==> config.mk <==
export PLATFORM = sky130hd
export DESIGN_NAME = load_queue
export DESIGN_NICKNAME = d
export VERILOG_FILES = /design/src/rtl/lq_pkg.sv /design/src/rtl/lq_ring.sv /design/src/rtl/lq_issue_gate.sv /design/src/rtl/lq_block_fsm.sv /design/src/rtl/load_queue.sv
export SDC_FILE = /design/constraint.sdc
export NUM_CORES = 1
export LEC_CHECK = 0
export BUFFER_PORTS_ARGS = -buffer_cell sky130_fd_sc_hd__buf_2
export CAP_MARGIN = 30
export CORE_AREA = 2 2 154 156
export DETAILED_ROUTE_END_ITERATION = 8
export DIE_AREA = 0 0 156 158
export PLACE_DENSITY = 0.81
export SYNTH_ARGS = -nofsm -noshare
export SYNTH_HDL_FRONTEND = slang
export SYNTH_HIERARCHICAL = 1
export SYNTH_SLANG_ARGS = --single-unit
==> constraint.sdc <==
create_clock -name clk -period 14.4 [get_ports clk]
set_input_delay 1.44 -clock clk [delete_from_list [all_inputs] [get_ports clk]]
set_output_delay 1.44 -clock clk [all_outputs]
set_load 0.01 [all_outputs]
==> src/rtl/lq_pkg.sv <==
package lq_pkg;

    typedef enum logic [1:0] {
        BLK_IDLE     = 2'd0,
        BLK_PENDING  = 2'd1,
        BLK_HANDLED  = 2'd2,
        BLK_RELEASED = 2'd3
    } blk_state_e;

endpackage

==> src/rtl/lq_ring.sv <==
module lq_ring #(
    parameter int DEPTH = 8,
    parameter int SEQ_W = 16,
    localparam int IDX_W = $clog2(DEPTH),
    localparam int CNT_W = $clog2(DEPTH + 1)
) (
    input  logic             clk,
    input  logic             rst_n,
    input  logic             alloc_valid,
    input  logic [SEQ_W-1:0] alloc_seq,
    input  logic             alloc_uncache,
    input  logic             commit_valid,
    input  logic [SEQ_W-1:0] commit_seq,
    input  logic             squash_valid,
    input  logic [SEQ_W-1:0] squash_seq,
    output logic [DEPTH-1:0] slot_live,
    output logic [DEPTH-1:0] slot_unc,
    output logic [IDX_W-1:0] head_ptr,
    output logic [CNT_W-1:0] count,
    output logic             full,
    output logic [SEQ_W-1:0] head_seq,
    output logic             overflow_err
);

    localparam int CAP = DEPTH - 1;

    logic [SEQ_W-1:0] seq_mem [DEPTH];
    logic [DEPTH-1:0] live_q, live_d;
    logic [DEPTH-1:0] unc_q;
    logic [IDX_W-1:0] head_q, head_d, tail_q, tail_d;
    logic [CNT_W-1:0] cnt_q, cnt_d;
    logic             ovf_q;
    logic [DEPTH-1:0] retire_mask, keep_mask;
    logic [CNT_W-1:0] n_retire, n_keep;
    logic             alloc_ok;

    function automatic logic [IDX_W-1:0] ring_add(input logic [IDX_W-1:0] p,
                                                  input logic [CNT_W-1:0] n);
        logic [CNT_W:0] s;
        s = (CNT_W+1)'(p) + (CNT_W+1)'(n);
        if (s >= (CNT_W+1)'(DEPTH)) s = s - (CNT_W+1)'(DEPTH);
        return IDX_W'(s);
    endfunction

    function automatic logic [CNT_W-1:0] ones(input logic [DEPTH-1:0] v);
        logic [CNT_W-1:0] c;
        c = '0;
        for (int i = 0; i < DEPTH; i++) c = c + CNT_W'(v[i]);
        return c;
    endfunction

    genvar g;
    generate
        for (g = 0; g < DEPTH; g++) begin : g_slot_cmp
            assign retire_mask[g] = commit_valid && live_q[g] && (seq_mem[g] <= commit_seq);
            assign keep_mask[g]   = live_q[g] && (seq_mem[g] <= squash_seq);
        end
    endgenerate

    assign full     = (cnt_q >= CNT_W'(CAP));
    assign alloc_ok = alloc_valid && !squash_valid && !full;
    assign n_retire = ones(retire_mask);
    assign n_keep   = ones(keep_mask);

    always_comb begin
        live_d = live_q;
        head_d = head_q;
        tail_d = tail_q;
        cnt_d  = cnt_q;
        if (squash_valid) begin
            live_d = keep_mask;
            tail_d = ring_add(head_q, n_keep);
            cnt_d  = n_keep;
        end else begin
            live_d = live_q & ~retire_mask;
            head_d = ring_add(head_q, n_retire);
            if (alloc_ok) begin
                live_d[tail_q] = 1'b1;
                tail_d         = ring_add(tail_q, CNT_W'(1));
            end
            cnt_d = cnt_q - n_retire + CNT_W'(alloc_ok);
        end
    end

    always_ff @(posedge clk) begin
        if (!rst_n) begin
            live_q <= '0;
            head_q <= '0;
            tail_q <= '0;
            cnt_q  <= '0;
            ovf_q  <= 1'b0;
        end else begin
            live_q <= live_d;
            head_q <= head_d;
            tail_q <= tail_d;
            cnt_q  <= cnt_d;
            if (alloc_valid && !squash_valid && full) ovf_q <= 1'b1;
        end
    end

    always_ff @(posedge clk) begin
        if (!rst_n) begin
            unc_q <= '0;
        end else if (alloc_ok) begin
            seq_mem[tail_q] <= alloc_seq;
            unc_q[tail_q]   <= alloc_uncache;
        end
    end

    assign slot_live    = live_q;
    assign slot_unc     = unc_q;
    assign head_ptr     = head_q;
    assign count        = cnt_q;
    assign head_seq     = live_q[head_q] ? seq_mem[head_q] : '0;
    assign overflow_err = ovf_q;

endmodule

==> src/rtl/lq_issue_gate.sv <==
module lq_issue_gate #(
    parameter int DEPTH = 8,
    localparam int IDX_W = $clog2(DEPTH)
) (
    input  logic             issue_valid,
    input  logic [IDX_W-1:0] issue_idx,
    input  logic             issue_at_commit,
    input  logic [DEPTH-1:0] slot_live,
    input  logic [DEPTH-1:0] slot_unc,
    input  logic [IDX_W-1:0] head_ptr,
    output logic             issue_grant,
    output logic             issue_fault
);

    logic in_range, live, unc, may_go;

    always_comb begin
        in_range = (32'(issue_idx) < DEPTH);
        live     = issue_valid && in_range && slot_live[issue_idx];
        unc      = slot_unc[issue_idx];
        may_go   = (issue_idx == head_ptr) && issue_at_commit;
        issue_grant = live && (!unc || may_go);
        issue_fault = live && unc && !may_go;
    end

endmodule

==> src/rtl/lq_block_fsm.sv <==
module lq_block_fsm #(
    parameter int SEQ_W = 16
) (
    input  logic             clk,
    input  logic             rst_n,
    input  logic             refuse_valid,
    input  logic [SEQ_W-1:0] refuse_seq,
    input  logic             blocked_clr,
    input  logic             handled_set,
    output logic             blocked,
    output logic             handled,
    output logic [SEQ_W-1:0] blocked_seq
);

    import lq_pkg::*;

    blk_state_e       state_q, state_d;
    logic [SEQ_W-1:0] rec_q;
    logic             is_blocked, accept;

    assign is_blocked = (state_q == BLK_PENDING) || (state_q == BLK_HANDLED);
    assign accept     = refuse_valid && (!is_blocked || (refuse_seq < rec_q));

    always_comb begin
        state_d = state_q;
        unique case (state_q)
            BLK_IDLE: begin
                if (accept)           state_d = BLK_PENDING;
                else if (handled_set) state_d = BLK_RELEASED;
            end
            BLK_PENDING: begin
                if (accept)                           state_d = BLK_PENDING;
                else if (handled_set && blocked_clr)  state_d = BLK_RELEASED;
                else if (handled_set)                 state_d = BLK_HANDLED;
                else if (blocked_clr)                 state_d = BLK_IDLE;
            end
            BLK_HANDLED: begin
                if (accept)           state_d = BLK_PENDING;
                else if (blocked_clr) state_d = BLK_RELEASED;
            end
            BLK_RELEASED: begin
                if (accept)           state_d = BLK_PENDING;
            end
            default: state_d = BLK_IDLE;
        endcase
    end

    always_ff @(posedge clk) begin
        if (!rst_n) begin
            state_q <= BLK_IDLE;
            rec_q   <= '0;
        end else begin
            state_q <= state_d;
            if (accept) rec_q <= refuse_seq;
        end
    end

    always_comb begin
        blocked = 1'b0;
        handled = 1'b0;
        unique case (state_q)
            BLK_IDLE:     begin blocked = 1'b0; handled = 1'b0; end
            BLK_PENDING:  begin blocked = 1'b1; handled = 1'b0; end
            BLK_HANDLED:  begin blocked = 1'b1; handled = 1'b1; end
            BLK_RELEASED: begin blocked = 1'b0; handled = 1'b1; end
            default:      begin blocked = 1'b0; handled = 1'b0; end
        endcase
    end

    assign blocked_seq = rec_q;

endmodule

==> src/rtl/load_queue.sv <==
module load_queue #(
    parameter int DEPTH = 8,
    parameter int SEQ_W = 16,
    localparam int IDX_W = $clog2(DEPTH),
    localparam int CNT_W = $clog2(DEPTH + 1)
) (
    input  logic             clk,
    input  logic             rst_n,
    input  logic             alloc_valid,
    input  logic [SEQ_W-1:0] alloc_seq,
    input  logic             alloc_uncache,
    input  logic             commit_valid,
    input  logic [SEQ_W-1:0] commit_seq,
    input  logic             squash_valid,
    input  logic [SEQ_W-1:0] squash_seq,
    input  logic             issue_valid,
    input  logic [IDX_W-1:0] issue_idx,
    input  logic             issue_at_commit,
    output logic             issue_grant,
    output logic             issue_fault,
    input  logic             refuse_valid,
    input  logic [SEQ_W-1:0] refuse_seq,
    input  logic             blocked_clr,
    input  logic             handled_set,
    output logic [CNT_W-1:0] count,
    output logic             full,
    output logic [SEQ_W-1:0] head_seq,
    output logic             overflow_err,
    output logic             blocked,
    output logic             handled,
    output logic [SEQ_W-1:0] blocked_seq
);

    logic [DEPTH-1:0] slot_live, slot_unc;
    logic [IDX_W-1:0] head_ptr;

    lq_ring #(.DEPTH(DEPTH), .SEQ_W(SEQ_W)) u_ring (
        .clk          (clk),
        .rst_n        (rst_n),
        .alloc_valid  (alloc_valid),
        .alloc_seq    (alloc_seq),
        .alloc_uncache(alloc_uncache),
        .commit_valid (commit_valid),
        .commit_seq   (commit_seq),
        .squash_valid (squash_valid),
        .squash_seq   (squash_seq),
        .slot_live    (slot_live),
        .slot_unc     (slot_unc),
        .head_ptr     (head_ptr),
        .count        (count),
        .full         (full),
        .head_seq     (head_seq),
        .overflow_err (overflow_err)
    );

    lq_issue_gate #(.DEPTH(DEPTH)) u_gate (
        .issue_valid    (issue_valid),
        .issue_idx      (issue_idx),
        .issue_at_commit(issue_at_commit),
        .slot_live      (slot_live),
        .slot_unc       (slot_unc),
        .head_ptr       (head_ptr),
        .issue_grant    (issue_grant),
        .issue_fault    (issue_fault)
    );

    lq_block_fsm #(.SEQ_W(SEQ_W)) u_blk (
        .clk         (clk),
        .rst_n       (rst_n),
        .refuse_valid(refuse_valid),
        .refuse_seq  (refuse_seq),
        .blocked_clr (blocked_clr),
        .handled_set (handled_set),
        .blocked     (blocked),
        .handled     (handled),
        .blocked_seq (blocked_seq)
    );

endmodule

After elaboration in Yosys (flattened, before gate mapping)

Memory sizes are Yosys's and may differ from the RTL's. A register that Yosys moved wholly into a read port is not among the register bits.
Index checks and enable logic that the tools add are counted.

Bits in registers: 45
Bits in writable memories: 128
Input bits: 78
Output and inout port bits: 42
Logic and storage cells: 152
Memories kept: 1

Memory list:

| memory         | words | bits a word | read ports | clocked after Yosys merged registers in | wr ports | line          | source |
|---|---|---|---|---|---|---|---|
| u_ring.seq_mem | 8     | 16          | 9          | 1                                       | 1        | lq_ring.sv:27 | `logic [SEQ_W-1:0] seq_mem [DEPTH];` |

Add/sub/neg operators: 22
Magnitude comparators: 25
Equality and inequality tests: 8
Mux-type cells: 35
Bitwise logic cells: 3
Reduce and logical (&&, ||, !) cells: 50

Operators with widths:

| cell                                                                                | number |
|---|---|
| 16-bit less-or-equal comparator                                                     | 16 |
| 4-bit by 1-bit adder with 4-bit output                                              | 13 |
| 1-bit logical AND                                                                   | 35 |
| 3-bit two-way mux                                                                   | 7 |
| 2-bit two-way mux                                                                   | 9 |
| 16-bit less-than comparator                                                         | 1 |
| 16-bit two-way mux                                                                  | 1 |
| 8-bit two-way mux                                                                   | 2 |
| 3-bit by 4-bit less-than comparator with 1-bit output, second input constant        | 3 |
| 3-bit by 4-bit adder with 5-bit output                                              | 2 |
| 5-bit by 4-bit greater-or-equal comparator with 1-bit output, second input constant | 2 |
| 1-bit binary-select mux with 3-bit select                                           | 3 |
| 3-bit by 1-bit subtractor with 3-bit output, second input constant                  | 3 |
| 8-bit bitwise AND                                                                   | 1 |
| 8-bit bitwise mux                                                                   | 1 |
| 8-bit inverter                                                                      | 1 |
| 8-bit bitwise OR                                                                    | 1 |
| 2-bit one-hot mux with 4 select lines                                               | 1 |
| 2-bit OR reduction                                                                  | 4 |
| 1-bit two-way mux                                                                   | 7 |
| 3-bit by 2-bit != test with 1-bit output, second input constant                     | 2 |
| 1-bit zero test                                                                     | 5 |
| 5-bit by 4-bit != test with 1-bit output, second input constant                     | 1 |
| 1-bit by 1-bit adder with 2-bit output                                              | 2 |
| other kinds (16)                                                                    | 20 |

Depth between registers and ports, before layout

An unclocked memory read counts as a cell.

Depth after elaboration: 15
Gate-level depth with buffers: 22
Mapped depth without buffers: 22

Modules after synthesis

Netlist, hierarchy kept.

Modules (own cells, without submodules):

| module        | times used | cells an instance | area each (um^2) | sequential area each (um^2) |
|---|---|---|---|---|
| lq_ring       | 1          | 1134              | 12472.0          | 4444.3 |
| lq_block_fsm  | 1          | 144               | 1233.7           | 360.3 |
| lq_issue_gate | 1          | 24                | 188.9            | 0.0 |

Worst setup path after synthesis

Ideal clock, no wire load.

Path type: input-to-reg
Start point: input port commit_seq[13]
End point: register u_ring.cnt_q[2], in the netlist u_ring/count[2]
Library setup time: 0.115 ns
Data arrival time: 6.446 ns
Required time: 14.285 ns
Setup slack: 7.840 ns
Cell stages on the path: 21
Path buffers: 0
Cell sequence: inv_1 > ha_1 > a211oi_2 > nor2_1 > or4_1 > a211o_1 > a21oi_1 > fa_1 > inv_1 > fa_1 > fa_1 > inv_1 > ha_1 > fa_1 > inv_1 > ha_1 > inv_1 > fa_1 > xor2_1 > mux2i_1 > and2_1

Word-level cells in the longest chain between the ends: 12
Elaborated cells between the ends (all ways): 26
Those cells by class: 9 x add/sub; 8 x order compare; 1 x mux; 8 x reduce/logical

RTL lines:

| element                                             | line             | source |
|---|---|---|
| start: declaration                                  | load_queue.sv:13 | `input logic [SEQ_W-1:0] commit_seq,` |
| 16-bit less-or-equal comparator                     | lq_ring.sv:55    | `assign retire_mask[g] = commit_valid && live_q[g] && (seq_mem[g] <= commit_seq);` |
| 1-bit logical AND                                   | lq_ring.sv:55    |  |
| 1-bit by 1-bit adder with 2-bit output              | lq_ring.sv:48    | `for (int i = 0; i < DEPTH; i++) c = c + CNT_W'(v[i]);` |
| 4-bit by 1-bit adder with 4-bit output (5 in a row) | lq_ring.sv:48    |  |
| 4-bit by 1-bit adder with 4-bit output (*)          | lq_ring.sv:48    |  |
| 4-bit subtractor (*)                                | lq_ring.sv:81    | `cnt_d = cnt_q - n_retire + CNT_W'(alloc_ok);` |
| 4-bit by 1-bit adder with 4-bit output (*)          | lq_ring.sv:81    |  |
| 4-bit two-way mux (*)                               | lq_ring.sv:70    | `if (squash_valid) begin` |
| end signal: assignment                              | lq_ring.sv:96    | `cnt_q <= cnt_d;` |
| end: declaration                                    | lq_ring.sv:31    | `logic [CNT_W-1:0] cnt_q, cnt_d;` |

Every way passes the cells marked *; elsewhere a longest branch is shown, timed or not.
A chain may end at the register's enable or synchronous reset.

Final worst setup path

Start point: input port commit_seq[15]
End point: register u_ring.cnt_q[2], in the netlist u_ring/count[2]

The elaborated chain is that of the path after synthesis.

==> flow_summary.toml <==
[drt]
antenna_left = 0
dr.pass1.iters = 6
vias_per_cell = 6.71
initialDrtViolationCount = 1271
totalWireLength_um = 44600
vias = 11603
avgRoutedWirePerCell_um = 25.8
drc_errors = 0

[die]
num_io_pins = 120
die_h_um = 158
dieWidth_um = 156
row_count = 56
initial_core_util_pct = 60.3
core_area_mm2 = 0.0231
dieArea_mm2 = 0.0246

[timing]
maxSlewViolCount = 0
relSlewSlack_pct = 51.5
period_share_pct = 46.9
setup_tns_ps = 0
clock_skew_ps = 12.1
finalSetupViolCount = 0
fmaxAchievable_mhz = 148
tightest_slew_ps = 720
rsz0062_at_grt = "false"
hold_viol_final = 0
finalCriticalPeriod_ps = 6750

[logic_synthesis]
ys_warn_count = 6
ys_top_cells_by_area = "edfxtp_1, ha_1, dfxtp_1"
ys_async_sr_fraction_pct = 0
syn_inst = 1302
synthesis.nets = 1681
yosys.area.top_type = "edfxtp_1"
synth_top_area_share_pct = 27.7
synth_cell_types = 63
postSynthAreaPerCell_um2 = 10.7
synth_seq_cells = 176
synthesis.area_mm2 = 0.0139
synth_ff_type = "edfxtp_1"
synth_edf_count = 128
yosysSeqAreaShare_pct = 34.6

[grt]
grt_max_degree = 64
grt_util_met3_pct = 8.35
top_usage_layer = "met2"
grt_use_met2_pct = 57.5
met1_usage_pct = 49.0
grt_pass1_vias = 11125
antenna_found_initial = 0
grt_pass1_wl_um = 66300
grt_overflow_total = 0
grt_usage_pct = 36.6

[setup_path]
cp-end-kind = "flop"
cp_slowest_stage_delay_ps = 650
critical_path.cell_chain = "buf_2 > inv_1 > ha_1 > nand4_1 > or4_1 > or3_1 > a21oi_1 > fa_1 > inv_1 > fa_1 > fa_1 > inv_1 > ha_1 > fa_1 > inv_1 > ha_1 > inv_1 > fa_1 > xor2_1 > mux2i_1 > and2_1"
critPathMaxFanout = 8
critical_path_class = "in -> reg"
arrival_ps = 7090
required_ps = 14740
slowest_stage = "or4_1"
worstSetupStartpointType = "input port"

[place]
io_buffers = 119
place_area_mm2 = 0.0149
hpwlAfterDp_um = 34100
place.gp.congestion = 1.07

[cells_and_area]
drive_gt1_share_pct = 15.6
multiInputGateArea_mm2 = 0.00867
syn_to_final_growth_pct = 11.0
design_area_mm2 = 0.0154
seqCellArea_mm2 = 0.00481
antenna_cells = 0
nets = 1806
fillCellCount = 1758

[clocking]
clkSlewWorstSetupHoldPaths_ps = 70
cts_tree = "built"
cts-resized-gates = 0
hold_buffers = 0
post_cts_buffers = 0
cts_buffers = 17
cts_root_buffer = "clkbuf_16"
cts.sinks = 176
insertion_delay_ps = 440
htree_levels = 4
clockBufferDepth = 2

[status]
outcome = "finished clean"

[power_and_ir_drop]
ir_worst_vdd_mv = 0.0680
power.density_mw_per_mm2 = 83.0
p_leak_nw = 6.58
totalPowerFinal_w = 0.00128

[worst_hold_path]
min_path_type = "reg -> reg"

[run]
maxCapViolCount = 0
[worst max-delay path, delay by kind of cell]
kind	cells	cell delay, ps
adder cells (fa/ha/maj)	8	3290
AND/OR/NAND/NOR	4	1410
buffers and inverters	6	510
AO/OA/AOI/OAI	1	210
XOR/XNOR	1	140
multiplexers	1	80
[cell usage in the layout, fill, tap and decap left out, types with 11 or more instances in the layout]
master       n
nor2b_1     23
buf_2      119
buf_4       12
dfxtp_1     47
edfxtp_1   128
o211ai_1    16
nand3_1     37
clkbuf_16   17
inv_1       84
a21oi_1    122
mux2i_1     47
nand4_1     54
xnor2_1     11
mux4_2      35
nand2_1    124
o21ai_0     40
nor2_1      42
nor4_1      13
fa_1        11
ha_1       290
nand2b_1    11
[final timing paths]
check | slack, ps | cells after the start | end | start
setup reg to reg | 8420 | 19 | u_ring/count[2] | u_ring/seq_mem[1][13]
hold reg to reg | 470 | 1 | u_ring/overflow_err | u_ring/overflow_err
hold / removal | 470 | 1 | u_ring/overflow_err | u_ring/overflow_err
setup / recovery | 7650 | 21 | u_ring/count[2] | commit_seq[15]
[state kept, by name, summed over array words and instances, names as in the netlist, named ones only]
name                 flops
u_ring/head_ptr          3
u_ring/slot_unc          8
u_ring/count             4
u_ring/tail_q            3
u_blk/blocked_seq       16
u_blk/state_q            2
u_ring/slot_live         8
u_ring/seq_mem         128
u_ring/overflow_err      1
[synthesized netlist by cell type, types with 5 or more instances]
master     instances
a2111oi_0          7
a211oi_1           5
a211oi_2           5
a21boi_0          10
a21o_1            10
a21oi_1          122
a221oi_1           5
a31oi_1            5
and3_1             6
clkbuf_1          18
dfxtp_1           48
edfxtp_1         128
fa_1              11
ha_1             290
inv_1             84
mux2i_1           47
mux4_2            35
nand2_1          124
nand2b_1          11
nand3_1           37
nand4_1           54
nor2_1            48
nor2b_1           23
nor3_1            10
nor4_1            13
o211ai_1          16
o21ai_0           40
o31a_1             5
xnor2_1           11
[stage by stage]
stage | utilization [%] | hold WS [ps] | setup slack (ps) | std cells
after detailed placement | 64.5 | 448 | 7230 | 1697
after global routing | 66.9 | 486 | 7480 | 1730
final | 66.9 | 465 | 7650 | 1730
after CTS | 66.8 | 466 | 7700 | 1729
after floorplan | - | 443 | 7840 | 1302
after global placement | 64.4 | 442 | 7360 | 1696
[power breakdown]
| part | internal [W] | switching, W |
|---|---|---|
| Combinational | 0.000107 | 0.000153 |
| Clock | 0.000226 | 0.000220 |
| Sequential | 0.000558 | 0.0000161 |
[cell type report]
class,count,share of cell area (%)
clock buffer,19,2.82
timing repair buffer,133,4.67
tap,290,2.35
clock inverter,13,0.682
inverter,85,2.07
multi-input combinational,1014,56.2
sequential,176,31.2
[routing by layer]
metal / vias up / share of wire, %
met4: 0 / 4.1
met3: 116 / 9.5
met2: 597 / 45
met5: - / 0
li1: 5244 / -
met1: 5646 / 41
[logic make-up after synthesis]
kind of cell    synth area share [%]
fa+ha+maj                       27.7
buf+inv                         3.26
mux                             9.16
compound gates                  11.6
flops                           34.6
simple gates                    12.9
xor+xnor                       0.819
(Power assumes the default switching activity.)
